[src/rtl/coinc_gate_unit.sv]
module coinc_gate_unit #(
  parameter int AMP_W      = 16,
  parameter int OFS_W      = 8,
  parameter int TIME_W     = 13,
  parameter int HIST_DEPTH = 4
) (
  input  logic                    clk,
  input  logic                    rst_n,
  input  logic                    gate_in,
  input  logic                    trig_strobe,
  input  logic                    peak_strobe,
  input  logic [AMP_W-1:0]        peak_amp,
  input  logic [1:0]              cfg_mode,
  input  logic signed [OFS_W-1:0] cfg_offset,
  input  logic [OFS_W-1:0]        cfg_window,
  input  logic [TIME_W-1:0]       cfg_delay,
  input  logic [TIME_W-1:0]       cfg_width,
  output logic                    evt_valid,
  output logic                    evt_accept,
  output logic                    evt_gated,
  output logic [AMP_W-1:0]        evt_amp
);

  localparam int SPAN_W = OFS_W + 2;
  localparam int AGE_W  = TIME_W + 2;
  localparam logic [OFS_W-1:0] HAGE_SAT = '1;

  // gate synchronizer and rising-edge detect
  logic [2:0] gsr;
  logic       rise;
  always_ff @(posedge clk) begin
    if (!rst_n) gsr <= '0;
    else        gsr <= {gsr[1:0], gate_in};
  end
  assign rise = gsr[1] & ~gsr[2];

  // ages of recent gate edges, saturating
  logic [OFS_W-1:0] hage [HIST_DEPTH];
  always_ff @(posedge clk) begin
    for (int i = 0; i < HIST_DEPTH; i++) begin
      if (!rst_n)
        hage[i] <= HAGE_SAT;
      else if (rise)
        hage[i] <= (i == 0) ? OFS_W'(1)
                 : (hage[(i == 0) ? 0 : i-1] == HAGE_SAT ? HAGE_SAT : hage[(i == 0) ? 0 : i-1] + 1'b1);
      else if (hage[i] != HAGE_SAT)
        hage[i] <= hage[i] + 1'b1;
    end
  end

  // live span from the configuration, used on the trigger edge
  logic signed [SPAN_W-1:0] live_lo, live_hi;
  assign live_lo = SPAN_W'(cfg_offset);
  assign live_hi = live_lo + $signed({2'b00, cfg_window});

  logic hist_hit;
  always_comb begin
    hist_hit = 1'b0;
    for (int i = 0; i < HIST_DEPTH; i++) begin
      if (-$signed({2'b00, hage[i]}) >= live_lo && -$signed({2'b00, hage[i]}) <= live_hi)
        hist_hit = 1'b1;
    end
  end

  logic trig_hit;
  assign trig_hit = hist_hit | (rise && live_lo <= 0 && live_hi >= 0);

  // settings captured at the trigger
  logic signed [SPAN_W-1:0] s_lo, s_hi;
  logic [TIME_W-1:0]        s_dly, s_wid;
  always_ff @(posedge clk) begin
    if (!rst_n) begin
      s_lo  <= '0;
      s_hi  <= '0;
      s_dly <= '0;
      s_wid <= '0;
    end else if (trig_strobe) begin
      s_lo  <= live_lo;
      s_hi  <= live_hi;
      s_dly <= cfg_delay;
      s_wid <= cfg_width;
    end
  end

  // forward search for a gate edge after the trigger
  logic              pending;
  logic [SPAN_W-1:0] tage;
  logic              pend_hit;
  assign pend_hit = pending && rise && $signed(tage) >= s_lo && $signed(tage) <= s_hi;

  always_ff @(posedge clk) begin
    if (!rst_n) begin
      pending <= 1'b0;
      tage    <= '0;
    end else if (trig_strobe) begin
      pending <= !trig_hit && live_hi > 0;
      tage    <= SPAN_W'(1);
    end else if (pending) begin
      if (pend_hit || $signed(tage) >= s_hi) pending <= 1'b0;
      else                                   tage    <= tage + 1'b1;
    end
  end

  logic detect;
  assign detect = trig_strobe ? trig_hit : pend_hit;

  // acceptance window
  logic             active;
  logic [AGE_W-1:0] age;
  logic [AGE_W-1:0] win_end;
  logic             acc_open;
  assign win_end  = AGE_W'(s_dly) + AGE_W'(s_wid);
  assign acc_open = active && age > AGE_W'(s_dly) && age <= win_end;

  always_ff @(posedge clk) begin
    if (!rst_n) begin
      active <= 1'b0;
      age    <= '0;
    end else if (detect) begin
      active <= 1'b1;
      age    <= AGE_W'(1);
    end else if (trig_strobe) begin
      active <= 1'b0;
    end else if (active) begin
      if (age >= win_end) active <= 1'b0;
      else                age    <= age + 1'b1;
    end
  end

  // decision pulse
  logic accept_now;
  always_comb begin
    case (cfg_mode)
      2'b01:   accept_now = acc_open;
      2'b10:   accept_now = !acc_open;
      default: accept_now = 1'b1;
    endcase
  end

  always_ff @(posedge clk) begin
    if (!rst_n) begin
      evt_valid  <= 1'b0;
      evt_accept <= 1'b0;
      evt_gated  <= 1'b0;
      evt_amp    <= '0;
    end else begin
      evt_valid  <= peak_strobe;
      evt_accept <= peak_strobe && accept_now;
      evt_gated  <= peak_strobe && acc_open;
      if (peak_strobe) evt_amp <= peak_amp;
    end
  end

endmodule

[config.mk]
export PLATFORM = sky130hd
export DESIGN_NAME = coinc_gate_unit
export DESIGN_NICKNAME = d
export VERILOG_FILES = /design/src/rtl/coinc_gate_unit.sv
export SDC_FILE = /design/constraint.sdc
export NUM_CORES = 1
export LEC_CHECK = 0
export CAP_MARGIN = 10
export CORE_MARGIN = 2
export CORE_UTILIZATION = 28
export DETAILED_ROUTE_END_ITERATION = 6
export DONT_BUFFER_PORTS = 1
export SETUP_SLACK_MARGIN = 0.5
export SYNTH_ARGS = -nofsm -noshare
export SYNTH_HDL_FRONTEND = slang
export SYNTH_SLANG_ARGS = --single-unit
export TNS_END_PERCENT = 50
[constraint.sdc]
create_clock -name clk -period 5.15 [get_ports clk]
set_input_delay 0.7725 -clock clk [delete_from_list [all_inputs] [get_ports clk]]
set_output_delay 0.7725 -clock clk [all_outputs]
set_load 0.05 [all_outputs]
# == Word-level counts from Yosys, hierarchy flattened ==
# Memories as Yosys holds them, arrays and structs flattened.
# Cells that the tools add are included.
# word_totals
ff_bits,93
ram_bits,32
inputBits,65
word_cells,148
n_memories,1
# classes
addsub,12
n_lt_le_gt_ge,17
eq_ne,12
mux,51
n_bitwise,15
reduce_logical,25
# mem_list
name,words,width,rd,rd_ports_with_merged_regs,write_ports,line_no,text
hage,4,8,4,0,4,38,logic [OFS_W-1:0] hage [HIST_DEPTH];
# op_table
operator,n
two-way mux 8 bit,11
>= comparator 10 x 8 -> 1 bit,5
<= comparator 10 bit,5
negation 8 -> 10 bit,4
two-way mux 1 bit,39
adder 8 x 1 -> 8 bit (second input constant),4
inequality test 8 bit (second input constant),4
equality test 8 bit (second input constant),3
adder 15 x 1 -> 15 bit (second input constant),1
>= comparator 15 x 14 -> 1 bit,1
> comparator 15 x 13 -> 1 bit,1
<= comparator 15 x 14 -> 1 bit,1
adder 13 x 13 -> 14 bit,1
logical AND 1 bit,14
adder 10 x 1 -> 10 bit (second input constant),1
adder 8 x 9 -> 10 bit,1
>= comparator 10 x 1 -> 1 bit (second input constant),1
>= comparator 10 bit,1
> comparator 10 x 1 -> 1 bit (second input constant),1
OR 1 bit,9
<= comparator 8 x 1 -> 1 bit (second input constant),1
AND reduction 3 bit,2
NOT 1 bit,5
inequality test 2 bit (second input constant),2
other kinds (10),14

# == Logic depth before layout (Yosys ltp) ==
# An unclocked memory read counts as a cell.
# logic_depth
word_depth,12
ltp_mapped,19

# == Worst setup path after synthesis ==
# OpenSTA, ideal clock, no wires.
# synth_path
path_kind,reg-to-reg
start,register s_dly[0]
end,register evt_accept
setup_ps,122
arrival_ps,3987
required_time_ps,5028
path_slack_ps,1042
stages_incl_launch_ff,19
n_path_buf,0
path_cell_list,dfxtp_1 ha_1 fa_1 a21o_1 a21oi_1 o21bai_1 a21oi_1 o21bai_1 a41oi_1 nand2b_1 xnor2_1 ha_1 a21o_1 a211o_1 o221ai_1 nand2_1 a221o_1 or4_1 o311a_1
# synth_via
elab_chain_len,6
elab_cells_between_ends,8
# synth_lines
item,line_no,text
start: declaration,70,"logic [TIME_W-1:0] s_dly, s_wid;"
start signal: assignment,80,s_dly <= cfg_delay;
adder 13 x 13 -> 14 bit / > comparator 15 x 13 -> 1 bit (equally long branches),"112, 113",
<= comparator 15 x 14 -> 1 bit / logical AND 1 bit (equally long branches),113,assign acc_open = active && age > AGE_W'(s_dly) && age <= win_end;
logical AND 1 bit (*),113,
logical NOT 1 bit,135,2'b10: accept_now = !acc_open;
one-hot mux 1 bit (2 select lines) (*),133,case (cfg_mode)
logical AND 1 bit (*),148,evt_accept <= peak_strobe && accept_now;
end signal: assignment,148,
end: declaration,19,"output logic evt_accept,"
# Every way passes the cells marked *; elsewhere a longest branch is shown, timed or not.
# A chain may end at the register's enable or synchronous reset.

# == Worst setup path after layout ==
# Ends and elaborated chain as after synthesis.

==> out/qor.txt <==
Area share of the largest cell type after synthesis - 19.2%
Top Ports - 84
CP Max Fanout - 4
CTS H-tree lvls - 4
Setup Skew - 0.0120 ns
Crit path buf inv count - 0
Top delay family on crit path - compound AO/OA/AOI/OAI gates
Fin util - 31.4%
Worst Hold Path Cells - 1
Kind of critical path - reg2reg
HP Start - gate_in
Worst reg2reg setup slack - 0.82 ns
Vias/cell - 5.02
Clock root cell - clkbuf_16
P per Cell Area - 398 nW/um^2
Final Setup Violations - 0
Initial antenna violation count - 0
Clock Sinks - 125
Share of flip-flops with an asynchronous set or reset - 0%
Leak - 4.71 nW
Final critical-path required period - 4.33 ns
FP Rows - 69
TritonCTS clock tree - built
Iter 0 DRT Violations - 493
Register area share after synthesis - 28.3%
GR Util All Layers - 13.8%
Vias - 7868
Final HPWL DP - 19.1 mm
Number of flops mapped to enable cells by yosys - 32
CP startpoint - s_dly[0]
Antenna Cells - 0
CP max-delay cell - or4_1
Die Span X - 193 um
Synth warn - 0
Largest family of logic cells by synthesized area - simple AND/OR/NAND/NOR gates
CTS max path bufs - 2
Synth Area in Compound Gates - 14.1%
Worst-Margin Slew - 0.835 ns
Initial Util - 28.3%
IO Port Bufs - 0
Hold Crit Class - in2reg
Top FF cell, synth - dfxtp_1
FF-to-FF path depth - 18
Max incr delay on CP - 0.42 ns
Post-Synth Adder-Cell Area - 19.8%
Clock Latency Late Sink - 0.44 ns
RSZ-0062 raised after global routing - false
Final net count - 1314
Pre-Repair DR Iteration Count - 5
Crit path required time - 5.47 ns
Worst setup SP type - register
WP data arrival - 4.65 ns
Synth Net Count - 1325
Crit-path cells - ha_1, fa_1, a21o_1, a21oi_2, o21bai_1, a21oi_1, o21bai_1, a41oi_2, nand2b_1, xnor2_1, ha_1, a21o_1, a211o_1, o221ai_2, nand2_1, a221o_1, or4_1, o311a_1
Worst r2r src - s_dly[0]
Peak VDD IR - 0.253 mV
Syn avg cell area - 9.03 um^2
Worst path depth - 18
Final GP Congestion - 0.866
Drt total wl - 24.9 mm
Post-detailed-route count of antenna-violating nets - 0
TNS Setup - 0 ns
Run status - finished, final reports clean
Yosys top cell by area - ha_1
Synth area leaders - ha_1 19%, dfxtp_1 19%, edfxtp_1 9.6%
Worst Hold Endpoint - gsr[0]
Yosys reg bits - 125
Num CTS Buffers - 17
Synthesized instance count - 1105
Max_cap viols - 0
Leading cell types in the layout, fill and taps excluded - 153 x ha_1, 93 x dfxtp_1, 72 x inv_1
Most common cell after layout, fill and taps aside - ha_1
DRC errors left - 0
Netlist Area Pre-Place - 9980 um^2
Core ar. - 35300 um^2
Clock transition at path regs - 0.07 ns
Number of global-route vias before repair - 7557
Layout cells sized above 1 - 6.87%
Die Area - 37200 um^2
Final Hold Viols - 0
Reg2reg end - evt_accept
Simple-gate share of the synthesized area - 19.9%
Post-synthesis mux area share - 6.13%
First-pass GRT wire length - 40.0 mm
Final Slew Violations - 0
Period utilization - 84.1%
Vert. Die Dim - 193 um
Total grt overflow - 0
Relative slew slack - 43.8%
Fmax - 231 MHz
CP Capture Type - register
DR WL/cell - 15.9 um
Xor/xnor cell area share of the yosys netlist - 7.37%
Largest net degree at the start of global routing - 90
Netlist cell types - 76
Area Growth Syn to Fin - 11.0%
==> worst max path at each step <==
| stage | to | slack [ns] |
|---|---|---|
| after detailed placement | age[12] | 0.62 |
| final | evt_accept | 0.82 |
| after CTS | age[12] | 0.61 |
| after global placement | age[12] | 0.67 |
| after global routing | age[12] | 0.54 |
| after floorplan | evt_accept | 1.04 |
==> layout make-up <==
| cell class | count | area [um^2] |
|---|---|---|
| inverter | 72 | 270 |
| timing repair buffer | 10 | 75.1 |
| fill | 3651 | 24200 |
| clock buffer | 18 | 450 |
| sequential | 125 | 2820 |
| tap | 461 | 577 |
| clock inverter | 14 | 146 |
| multi-input combinational | 868 | 6730 |
==> report_power, final <==
| part | total [mW] | switching [mW] | internal (mW) |
|---|---|---|---|
| registers | 1.44 | 0.241 | 1.20 |
| clock network | 1.24 | 0.531 | 0.712 |
| logic | 1.72 | 0.959 | 0.764 |
==> sequential cells by signal, indices dropped and copies added, names as in the netlist <==
name        flops
s_wid          13
pending         1
tage           10
evt_amp        16
age            15
gsr             3
s_lo            8
evt_gated       1
active          1
evt_accept      1
evt_valid       1
s_hi           10
s_dly          13
hage           32
==> cells by family after synthesis <==
| logic type | Yosys count |
|---|---|
| AOI/OAI and AO/OA | 200 |
| xor gates and xnor gates | 84 |
| adders and majority gates | 157 |
| buffers and inverters | 112 |
| DFF | 125 |
| muxes | 61 |
| and+or+nand+nor | 366 |
==> worst reg2reg max path, cell delays in order (launching register included) <==
cell      delay, ns
dfxtp_1        0.33
ha_1           0.22
fa_1           0.40
a21o_1         0.21
a21oi_2        0.18
o21bai_1       0.08
a21oi_1        0.22
o21bai_1       0.12
a41oi_2        0.23
nand2b_1       0.09
xnor2_1        0.13
ha_1           0.30
a21o_1         0.18
a211o_1        0.30
o221ai_2       0.20
nand2_1        0.08
a221o_1        0.36
or4_1          0.42
o311a_1        0.15
==> synthesized netlist by cell type (all sizes together), types with 16 or more instances <==
cell / instances
o21ai: 28
a21oi: 47
mux2i: 60
dfxtp: 93
inv: 72
ha: 153
nor3: 37
xor2: 34
nor2: 53
nand3: 33
and3: 16
nand2: 63
edfxtp: 32
a21o: 17
nor2b: 64
xnor2: 50
a22oi: 22
clkbuf: 32
nand4: 30
==> through the flow <==
step	hold WS [ns]	setup slack, ns	area [um^2]	std cells	power [mW]
global route	0.455	0.543	11100	1568	4.73
floorplan	0.412	1.04	9980	1105	2.77
global placement	0.464	0.666	10400	1533	3.13
finish	0.465	0.819	11100	1568	4.41
CTS	0.448	0.610	11000	1565	4.43
detailed placement	0.469	0.620	10400	1533	3.16
==> timing repair <==
| action | CTS | global route |
|---|---|---|
| hold endpoints to repair | 0 | 0 |
| setup endpoints to repair | 0 | 11 |
| setup buffers | 0 | 3 |
| hold buffers | 0 | 0 |
| gates resized for setup | 0 | 4 |
==> per-layer routing <==
metal / track usage [%] / vias to the layer above / wire length [um] / share of wire [%]
li1: - / 4015 / - / -
met1: 17.9 / 3679 / 11700 / 47
met2: 22.8 / 145 / 11700 / 47
met3: 2.71 / 29 / 1100 / 4.4
met4: 4.40 / 0 / 425 / 1.7
met5: 0 / - / 0 / 0
No activity file was read; power rests on OpenSTA's default activity.
